### src/rtl/tcu_pkg.sv
package tcu_pkg;
  localparam int unsigned MODE_W = 4;

  typedef enum logic [MODE_W-1:0] {
    MODE_OFF = 4'b0000,
    MODE_TOG = 4'b0010,
    MODE_SET = 4'b1000,
    MODE_CLR = 4'b1001,
    MODE_SWI = 4'b1010,
    MODE_EVT = 4'b1011
  } mode_e;

  function automatic logic mode_active(input logic [MODE_W-1:0] m);
    return (m == MODE_TOG) || (m == MODE_SET) || (m == MODE_CLR) ||
           (m == MODE_SWI) || (m == MODE_EVT);
  endfunction
endpackage

### src/rtl/tcu_timer.sv
module tcu_timer #(
  parameter int unsigned CNT_W = 16
) (
  input  logic             clk_i,
  input  logic             rst_ni,
  input  logic             inc_i,
  input  logic             clr_i,
  output logic [CNT_W-1:0] cnt_o
);
  logic [CNT_W-1:0] cnt_q;

  always_ff @(posedge clk_i or negedge rst_ni) begin
    if (!rst_ni)    cnt_q <= '0;
    else if (clr_i) cnt_q <= '0;
    else if (inc_i) cnt_q <= cnt_q + CNT_W'(1);
  end

  assign cnt_o = cnt_q;
endmodule

### src/rtl/tcu_match.sv
module tcu_match #(
  parameter int unsigned CNT_W = 16,
  parameter int unsigned N_TMR = 2,
  localparam int unsigned SEL_W = (N_TMR > 1) ? $clog2(N_TMR) : 1
) (
  input  logic                        clk_i,
  input  logic                        rst_ni,
  input  logic [N_TMR-1:0][CNT_W-1:0] cnts_i,
  input  logic [SEL_W-1:0]            sel_i,
  input  logic [CNT_W-1:0]            cmp_i,
  output logic                        match_o
);
  logic [CNT_W-1:0] cnt_sel;
  logic             eq, eq_q;

  always_comb begin
    cnt_sel = cnts_i[0];
    for (int i = 1; i < int'(N_TMR); i++)
      if (sel_i == SEL_W'(i)) cnt_sel = cnts_i[i];
  end

  assign eq = (cnt_sel == cmp_i);

  // rising edge of equality: one match per arrival
  always_ff @(posedge clk_i or negedge rst_ni) begin
    if (!rst_ni) eq_q <= 1'b0;
    else         eq_q <= eq;
  end

  assign match_o = eq & ~eq_q;
endmodule

### src/rtl/tcu_action.sv
module tcu_action
  import tcu_pkg::*;
(
  input  logic              clk_i,
  input  logic              rst_ni,
  input  logic [MODE_W-1:0] mode_i,
  input  logic              match_i,
  input  logic              force_low_i,
  input  logic              flag_clr_i,
  output logic              latch_o,
  output logic              flag_o,
  output logic              evt_o
);
  logic latch_q, latch_d, flag_q, hit;

  assign hit = match_i & mode_active(mode_i);

  always_comb begin
    latch_d = latch_q;
    if (force_low_i) latch_d = 1'b0;
    else if (match_i) begin
      unique case (mode_i)
        MODE_SET: latch_d = 1'b1;
        MODE_CLR: latch_d = 1'b0;
        MODE_TOG: latch_d = ~latch_q;
        default:  latch_d = latch_q;
      endcase
    end
  end

  always_ff @(posedge clk_i or negedge rst_ni) begin
    if (!rst_ni) begin
      latch_q <= 1'b0;
      flag_q  <= 1'b0;
    end else begin
      latch_q <= latch_d;
      if (hit)             flag_q <= 1'b1;
      else if (flag_clr_i) flag_q <= 1'b0;
    end
  end

  assign latch_o = latch_q;
  assign flag_o  = flag_q;
  assign evt_o   = match_i & (mode_i == MODE_EVT);
endmodule

### src/rtl/timer_compare_unit.sv
module timer_compare_unit
  import tcu_pkg::*;
#(
  parameter int unsigned CNT_W = 16
) (
  input  logic             clk_i,
  input  logic             rst_ni,
  input  logic             inc_a_i,
  input  logic             inc_b_i,
  input  logic             clr_a_i,
  input  logic             clr_b_i,
  input  logic             tsel_i,
  input  logic             cmp_wr_i,
  input  logic [CNT_W-1:0] cmp_val_i,
  input  logic             ctl_wr_i,
  input  logic [3:0]       ctl_val_i,
  input  logic             flag_clr_i,
  input  logic             adc_en_i,
  input  logic             oe_i,
  output logic [CNT_W-1:0] cnt_a_o,
  output logic [CNT_W-1:0] cnt_b_o,
  output logic             flag_o,
  output logic             evt_o,
  output logic             adc_start_o,
  output logic             pin_o,
  output logic             pin_oe_o
);
  localparam int unsigned N_TMR = 2;

  logic [CNT_W-1:0]            cmp_q;
  logic [MODE_W-1:0]           mode_q;
  logic [N_TMR-1:0]            inc_v, clr_v;
  logic [N_TMR-1:0][CNT_W-1:0] cnts;
  logic                        match, latch, evt, force_low;

  always_ff @(posedge clk_i or negedge rst_ni) begin
    if (!rst_ni) begin
      cmp_q  <= '0;
      mode_q <= '0;
    end else begin
      if (cmp_wr_i) cmp_q  <= cmp_val_i;
      if (ctl_wr_i) mode_q <= ctl_val_i;
    end
  end

  assign inc_v     = {inc_b_i, inc_a_i};
  assign force_low = ctl_wr_i & (ctl_val_i == MODE_OFF);

  for (genvar g = 0; g < N_TMR; g++) begin : g_tmr
    logic ext_clr;
    assign ext_clr  = (g == 0) ? clr_a_i : clr_b_i;
    assign clr_v[g] = ext_clr | (evt & (tsel_i == 1'(g)));
    tcu_timer #(.CNT_W(CNT_W)) u_tmr (
      .clk_i (clk_i),
      .rst_ni(rst_ni),
      .inc_i (inc_v[g]),
      .clr_i (clr_v[g]),
      .cnt_o (cnts[g])
    );
  end

  tcu_match #(.CNT_W(CNT_W), .N_TMR(N_TMR)) u_match (
    .clk_i  (clk_i),
    .rst_ni (rst_ni),
    .cnts_i (cnts),
    .sel_i  (tsel_i),
    .cmp_i  (cmp_q),
    .match_o(match)
  );

  tcu_action u_act (
    .clk_i      (clk_i),
    .rst_ni     (rst_ni),
    .mode_i     (mode_q),
    .match_i    (match),
    .force_low_i(force_low),
    .flag_clr_i (flag_clr_i),
    .latch_o    (latch),
    .flag_o     (flag_o),
    .evt_o      (evt)
  );

  assign cnt_a_o     = cnts[0];
  assign cnt_b_o     = cnts[1];
  assign evt_o       = evt;
  assign adc_start_o = evt & adc_en_i;
  assign pin_oe_o    = oe_i;
  assign pin_o       = oe_i & latch;
endmodule

### config.mk
export PLATFORM = sky130hd
export DESIGN_NAME = timer_compare_unit
export DESIGN_NICKNAME = d
export VERILOG_FILES = /design/src/rtl/tcu_pkg.sv /design/src/rtl/tcu_timer.sv /design/src/rtl/tcu_match.sv /design/src/rtl/tcu_action.sv /design/src/rtl/timer_compare_unit.sv
export SDC_FILE = /design/constraint.sdc
export NUM_CORES = 1
export LEC_CHECK = 0
export ABC_AREA = 1
export BUFFER_PORTS_ARGS = -buffer_cell sky130_fd_sc_hd__buf_4
export CAP_MARGIN = 40
export CORE_ASPECT_RATIO = 1.2
export CORE_MARGIN = 3
export CORE_UTILIZATION = 57
export CTS_BUF_LIST = sky130_fd_sc_hd__clkbuf_4 sky130_fd_sc_hd__clkbuf_8
export DETAILED_ROUTE_END_ITERATION = 16
export MAX_ROUTING_LAYER = met4
export PLACE_DENSITY = 0.88
export REMOVE_ABC_BUFFERS = 1
export SYNTH_ARGS = -nofsm -noshare
export SYNTH_HDL_FRONTEND = slang
export SYNTH_SLANG_ARGS = --single-unit
### constraint.sdc
create_clock -name clk_i -period 1.8 [get_ports clk_i]
set_input_delay 0.09 -clock clk_i [delete_from_list [all_inputs] [get_ports clk_i]]
set_output_delay 0.09 -clock clk_i [all_outputs]
set_load 0.005 [all_outputs]
==> results of run 1 <==
cell usage in the layout, fill, tap and decap left out, types with 2 or more instances in the layout:
master / count
o21ai_0: 22
dfrtp_2: 2
nor2_2: 31
nor3_1: 4
nor2_4: 2
nand2_8: 2
inv_2: 4
nor2_1: 34
ha_1: 2
xor2_1: 20
inv_1: 51
nand3_2: 4
nand3_1: 22
a21oi_1: 2
nand2_2: 22
nand2_1: 130
dfrtp_1: 53
nand4_2: 2
clkbuf_8: 5
dlygate4sd3_1: 15
buf_4: 107
nand4_1: 7
xnor2_1: 6
repair_timing:
item	CTS	global route
endpoints found under the hold margin	69	0
gates resized for setup	8	33
setup endpoints to repair	2	34
setup buffers	18	5
hold buffers	15	0
pin swaps	3	22
how the worst max path moves through the flow:
stage | slack, ns | startpoint | cells past startpoint | to
after global routing | -0.17 | g_tmr[0].u_tmr.cnt_o[1] | 9 | adc_start_o
after CTS | -0.01 | g_tmr[0].u_tmr.cnt_o[2] | 9 | adc_start_o
after global placement | 0.08 | tsel_i | 13 | g_tmr[0].u_tmr.cnt_o[4]
final | -0.07 | g_tmr[0].u_tmr.cnt_o[2] | 8 | adc_start_o
after floorplan | 0.26 | g_tmr[0].u_tmr.cnt_o[14] | 12 | g_tmr[0].u_tmr.cnt_o[0]
after detailed placement | 0.007 | tsel_i | 13 | g_tmr[1].u_tmr.cnt_o[0]
registers in the layout (all words and copies together), names as in the netlist:
name               cells
mode_q                 4
u_act.latch_o          1
u_match.eq_q           1
cmp_q                 16
g_tmr.u_tmr.cnt_o     32
u_act.flag_o           1
power groups by stage:
stage / sequential [W] / combinational, W / clock (W)
floorplan: 0.00134 / 0.000178 / 0
finish: 0.00132 / 0.000414 / 0.000703
global placement: 0.00134 / 0.000333 / 0
detailed placement: 0.00135 / 0.000342 / 0
global route: 0.00133 / 0.000460 / 0.000748
CTS: 0.00132 / 0.000389 / 0.000708
per-layer routing:
layer,track usage,up-vias,share of wire
li1,-,1603,-
met1,0.354,1599,0.42
met2,0.467,120,0.51
met3,0.0349,21,0.045
met4,0.0906,0,0.021
met5,-,-,0
through the flow:
step / power, W / utilization
finish: 0.00244 / 0.814
global route: 0.00253 / 0.814
CTS: 0.00241 / 0.786
detailed placement: 0.00169 / 0.714
global placement: 0.00167 / 0.714
floorplan: 0.00152 / -
cells by family after synthesis:
kind of cell,after synthesis
AOI/OAI and AO/OA,28
muxes,1
buffers and inverters,66
xor gates and xnor gates,26
and+or+nand+nor,265
adders and majority gates,2
DFF,55
cell type report:
| class | count | share of cell area |
|---|---|---|
| Tap cell | 62 | 0.0175 |
| Inverter | 55 | 0.0466 |
| Multi-Input combinational cell | 322 | 0.389 |
| Clock buffer | 6 | 0.0172 |
| Sequential cell | 55 | 0.311 |
| Timing Repair Buffer | 122 | 0.215 |
| Clock inverter | 2 | 0.00282 |
critical path, stage by stage (launching register included):
cell and delay [ns]:
dfrtp_1 0.43, nand2_1 0.11, nand3_1 0.10, nand2_2 0.12
nand4_1 0.12, nor2_2 0.13, nand3_2 0.13, nor3b_2 0.19
buf_4 0.13
==> summary.md, run 1 <==
| Metric | Value |
|---|---|
| Status | complete, but fails checks |
| Failing checks | setup timing |
| Final instance area | 0.00443 mm^2 |
| Top-count cell post-synth | nand2_1 |
| Net Sw Frac | 0.283 |
| Chip width | 75.3 um |
| Multi-input gate area | 0.00172 mm^2 |
| Post-synthesis mux area share | 0.00305 |
| Max FO, Critical Path | 4 |
| Pint | 0.00175 W |
| Root Driver | clkbuf_8 |
| Main combinational cell family by area after synthesis | simple AND/OR/NAND/NOR gates |
| Worst hold stages | 3 |
| FF-to-FF path depth | 9 |
| Area leader, netlist | dfrtp_1 |
| Via count | 3343 |
| DP Wirelength | 5.95 mm |
| Cells after Synth | 443 |
| Vias per cell | 5.36 |
| Critical Setup Path Class | reg2out |
| H-tree depth | 2 |
| Worst r2r src | g_tmr[1].u_tmr.cnt_o[1] |
| Die height | 89.2 um |
| Unrepaired setup endpoints after global routing | yes |
| Crit path DAT | 1.78 ns |
| Maximum vdd drop | 0.383 mV |
| Final setup fails | 1 |
| HP Start | cmp_val_i[5] |
| Top cells by count, synth | nand2_1, dfrtp_1, inv_1 |
| Pre-Repair DR Iteration Count | 5 |
| Ys async rst share | 1.00 |
| Distinct cells, synth | 28 |
| Post-Synth Simple-Gate Area | 0.360 |
| Clk_lat worst skew | 0.31 ns |
| Switching power | 0.000689 W |
| Post-Syn Area | 0.00329 mm^2 |
| Core ar. | 0.00544 mm^2 |
| Fin cells | 624 |
| Cells after DPL | 578 |
| R2R Path End | g_tmr[1].u_tmr.cnt_o[15] |
| Gate power share | 0.170 |
| Startpoint Class | flip-flop |
| CP Data Required Time | 1.71 ns |
| Layout Skew | 0.00727 ns |
| Leakage | 2.25 nW |
| Area Overhead vs Synth | 34.8% |
| Number of diodes | 0 |
| Setup slack after layout | -0.0661 ns |
| Vias in the first global route | 3206 |
| Avg WL per Cell | 14.7 um |
| First-pass GRT wire length | 14.2 mm |
| YS warnings | 0 |
| Post-synthesis compound-gate area fraction | 0.0449 |
| Die area | 0.00671 mm^2 |
| Antenna Nets Post-Route | 0 |
| Mapped Avg Cell Area | 7.42 um^2 |
| RePlAce Congestion | 0.888 |
| Fraction of layout cells with a size suffix above 1 | 0.336 |
| Crit. End Element | output pin |
| Hold Path Class | in2reg |
| Final hold slack | 0.00408 ns |
| Total Routed Length | 9.14 mm |
| Fin crit period | 1.87 ns |
| Grt ovf | 0 |
| Synth Register Bits | 55 |
| Hold EP | cmp_q[5] |
| CTS tree | built |
| Yosys top cell area share | 0.419 |
| Slew @ Worst Pin | 0.711 ns |
| Post-Place Setup Slack | 0.00701 ns |
| Max Root-Sink Buffers | 2 |
| Sink Count | 55 |
| I/O pins | 69 |
| Post-Synth Adder-Cell Area | 0.00762 |
| PD cells | 550 mW/mm^2 |
| FP Rows | 29 |
| Register area | 0.00138 mm^2 |
| Antenna violations before repair | 0 |
| Sequential area share after synthesis | 0.419 |
| Layout Nets | 595 |
| Final Cycle Share | 1.04 |
| Post-place instance area | 0.00388 mm^2 |
| Top post-synthesis cells by area | dfrtp_1, nand2_1, inv_1 |
| FMAX | 536 MHz |
| Largest net degree at the start of global routing | 56 |
| FILL cells | 344 |
| Post-synthesis xor/xnor area fraction | 0.0693 |
| Synth Flop Type | dfrtp_1 |
| FF-to-FF setup slack | 0.01 ns |
| CTS buffer count | 5 |
| Slew Viols, Final | 0 |
| Clk slew on worst S/H paths | 0.10 ns |
| Max_cap viols | 0 |
| Initial Util | 0.604 |
| Setup_tns | -0.0661 ns |
| Clock power frac | 0.288 |
| Rel. slew slack | 0.526 |
| Initial DRC count | 163 |
| GRT Util Overall | 0.281 |
| Reg power frac | 0.542 |
| Post-synth EDFFs | 0 |
| I/O Buffers | 68 |
| Final hold vios | 0 |
| DRC errors left | 0 |
No activity file was read; power rests on OpenSTA's default activity.
==> run 2: changes to the inputs <==
--- a/config.mk
+++ b/config.mk
@@ -10,12 +10,11 @@
 export CAP_MARGIN = 40
 export CORE_ASPECT_RATIO = 1.2
 export CORE_MARGIN = 3
-export CORE_UTILIZATION = 57
+export CORE_UTILIZATION = 61
 export CTS_BUF_LIST = sky130_fd_sc_hd__clkbuf_4 sky130_fd_sc_hd__clkbuf_8
 export DETAILED_ROUTE_END_ITERATION = 16
 export MAX_ROUTING_LAYER = met4
-export PLACE_DENSITY = 0.88
-export REMOVE_ABC_BUFFERS = 1
+export PLACE_DENSITY = 0.93
 export SYNTH_ARGS = -nofsm -noshare
 export SYNTH_HDL_FRONTEND = slang
 export SYNTH_SLANG_ARGS = --single-unit
==> constraint.sdc (replaced) <==
create_clock -name clk_i -period 2.16 [get_ports clk_i]
set_input_delay 0.108 -clock clk_i [delete_from_list [all_inputs] [get_ports clk_i]]
set_output_delay 0.108 -clock clk_i [all_outputs]
set_load 0.005 [all_outputs]
==> summary.md, run 2 (same netlist as run 1, synthesis figures left out) <==
| Metric | Value |
|---|---|
| I/O pins | 69 |
| Initial Util | 0.647 |
| Core ar. | 0.00508 mm^2 |
| First-pass GRT wire length | 12.8 mm |
| Final hold slack | 0.00133 ns |
| Multi-input gate area | 0.00159 mm^2 |
| FF-to-FF path depth | 11 |
| Tot Pwr | 0.00210 W |
| HP Start | cmp_val_i[13] |
| DP Wirelength | 5.80 mm |
| Antenna Nets Post-Route | 0 |
| Fraction of layout cells with a size suffix above 1 | 0.229 |
| Most frequent cells in the layout | nand2_1, buf_4, inv_1, dfrtp_1, nor2_1 |
| Area Overhead vs Synth | 18.8% |
| R2R Path End | g_tmr[1].u_tmr.cnt_o[5] |
| FMAX | 492 MHz |
| Startpoint Class | flip-flop |
| H-tree depth | 2 |
| FP Rows | 28 |
| Chip width | 73.0 um |
| Most common cell after layout, fill and taps aside | nand2_1 |
| Register area | 0.00138 mm^2 |
| Max reg flops | 32 |
| Crit path DAT | 1.93 ns |
| RePlAce Congestion | 0.867 |
| Final setup fails | 0 |
| CTS buffer count | 5 |
| Max Root-Sink Buffers | 2 |
| CTS tree | built |
| Vias in the first global route | 2952 |
| Mapped Nets | 477 |
| Die height | 86.4 um |
| Critical Setup Path Class | reg2out |
| Clk slew on worst S/H paths | 0.09 ns |
| Die area | 0.00631 mm^2 |
| Crit. End Element | output pin |
| Number of diodes | 0 |
| Max FO, Critical Path | 5 |
| Final Cycle Share | 0.942 |
| Largest net degree at the start of global routing | 56 |
| Total Routed Length | 7.59 mm |
| Root Driver | clkbuf_8 |
| Worst hold stages | 3 |
| I/O Buffers | 68 |
| Maximum vdd drop | 0.351 mV |
| Rel. slew slack | 0.546 |
| Slew @ Worst Pin | 0.682 ns |
| Pre-Repair DR Iteration Count | 4 |
| CP Data Required Time | 2.05 ns |
| Hold Path Class | in2reg |
| Vias per cell | 5.29 |
| Max_cap viols | 0 |
| Grt ovf | 0 |
| Worst r2r src | g_tmr[0].u_tmr.cnt_o[5] |
| GRT Util Overall | 0.265 |
| PD cells | 539 mW/mm^2 |
| Layout Skew | 0.00637 ns |
| Layout Nets | 543 |
| Fin crit period | 2.03 ns |
| Status | complete, no violations |
| Final core area utilization | 0.768 |
| Clk_lat worst skew | 0.31 ns |
| Antenna violations before repair | 0 |
| Sink Count | 55 |
| FILL cells | 393 |
| FF-to-FF setup slack | 0.32 ns |
| Slew Viols, Final | 0 |
| Initial DRC count | 217 |
| Hold EP | cmp_q[13] |
| Leakage | 1.97 nW |
| DRC errors left | 0 |
| Final hold vios | 0 |
| Avg WL per Cell | 13.3 um |
| Via count | 3014 |
[run 2: cell count changes in the layout (fill, tap and decap cells not counted), sizes merged]
cell / previous run / this run
buf: 107 / 68
bufinv: 0 / 1
clkinvlp: 1 / 0
dlygate4sd3: 15 / 2
[run 2: area by class of cell]
type	count	area share
Sequential cell	55	0.353
Multi-Input combinational cell	322	0.408
Clock inverter	2	0.00898
Tap cell	60	0.0192
Timing Repair Buffer	70	0.136
Clock buffer	6	0.0212
Inverter	55	0.0529
[run 2: worst max-delay path by stage]
stage                              from                        to  cells past startpoint
2_1_floorplan  g_tmr[0].u_tmr.cnt_o[14]  g_tmr[0].u_tmr.cnt_o[12]                     13
3_3_place_gp                     tsel_i   g_tmr[0].u_tmr.cnt_o[1]                     13
3_5_place_dp                     tsel_i   g_tmr[1].u_tmr.cnt_o[5]                     13
4_1_cts         g_tmr[1].u_tmr.cnt_o[9]               adc_start_o                     10
5_1_grt        g_tmr[1].u_tmr.cnt_o[11]               adc_start_o                     10
6_report        g_tmr[0].u_tmr.cnt_o[9]               adc_start_o                      9
[run 2: worst max-delay path, stage by stage, from the launching register on]
cell     delay [ns]
dfrtp_1        0.46
nand2_1        0.11
nand3_1        0.16
nand2_1        0.09
nor2_1         0.10
nand2_1        0.06
nor2_1         0.12
nand3_1        0.16
nor3b_1        0.21
buf_4          0.14
[run 2: metrics by stage]
| step | setup WS (ns) | area (um^2) | setup TNS [ns] | std cells |
|---|---|---|---|---|
| global route | -0.00572 | 3900 | -0.00572 | 570 |
| finish | 0.126 | 3900 | 0 | 570 |
| floorplan | 0.599 | 3290 | 0 | 443 |
| detailed placement | 0.189 | 3760 | 0 | 560 |
| CTS | 0.145 | 3900 | 0 | 570 |
| global placement | 0.316 | 3760 | 0 | 560 |
[run 2: power breakdown]
group	leakage, nW	internal, W	switching, W	total [W]
Combinational	1.19	0.000114	0.000171	0.000284
Sequential	0.724	0.00107	0.0000322	0.00110
Clock	0.0612	0.000376	0.000341	0.000716
Total	1.97	0.00156	0.000544	0.00210
[run 2: per-layer routing]
layer	GRT usage	vias to the layer above	routed length, um
met5	-	-	0
met4	0.111	0	193
met3	0.0464	22	454
met2	0.430	101	3870
met1	0.322	1402	3070
li1	-	1489	-
[run 2: repair_timing]
action / 4_1_cts / 5_1_grt
resized for setup: 0 / 2
setup buffers: 0 / 0
hold buffers: 2 / 0
hold endpoints to repair: 56 / 0
setup endpoints to repair: 0 / 1
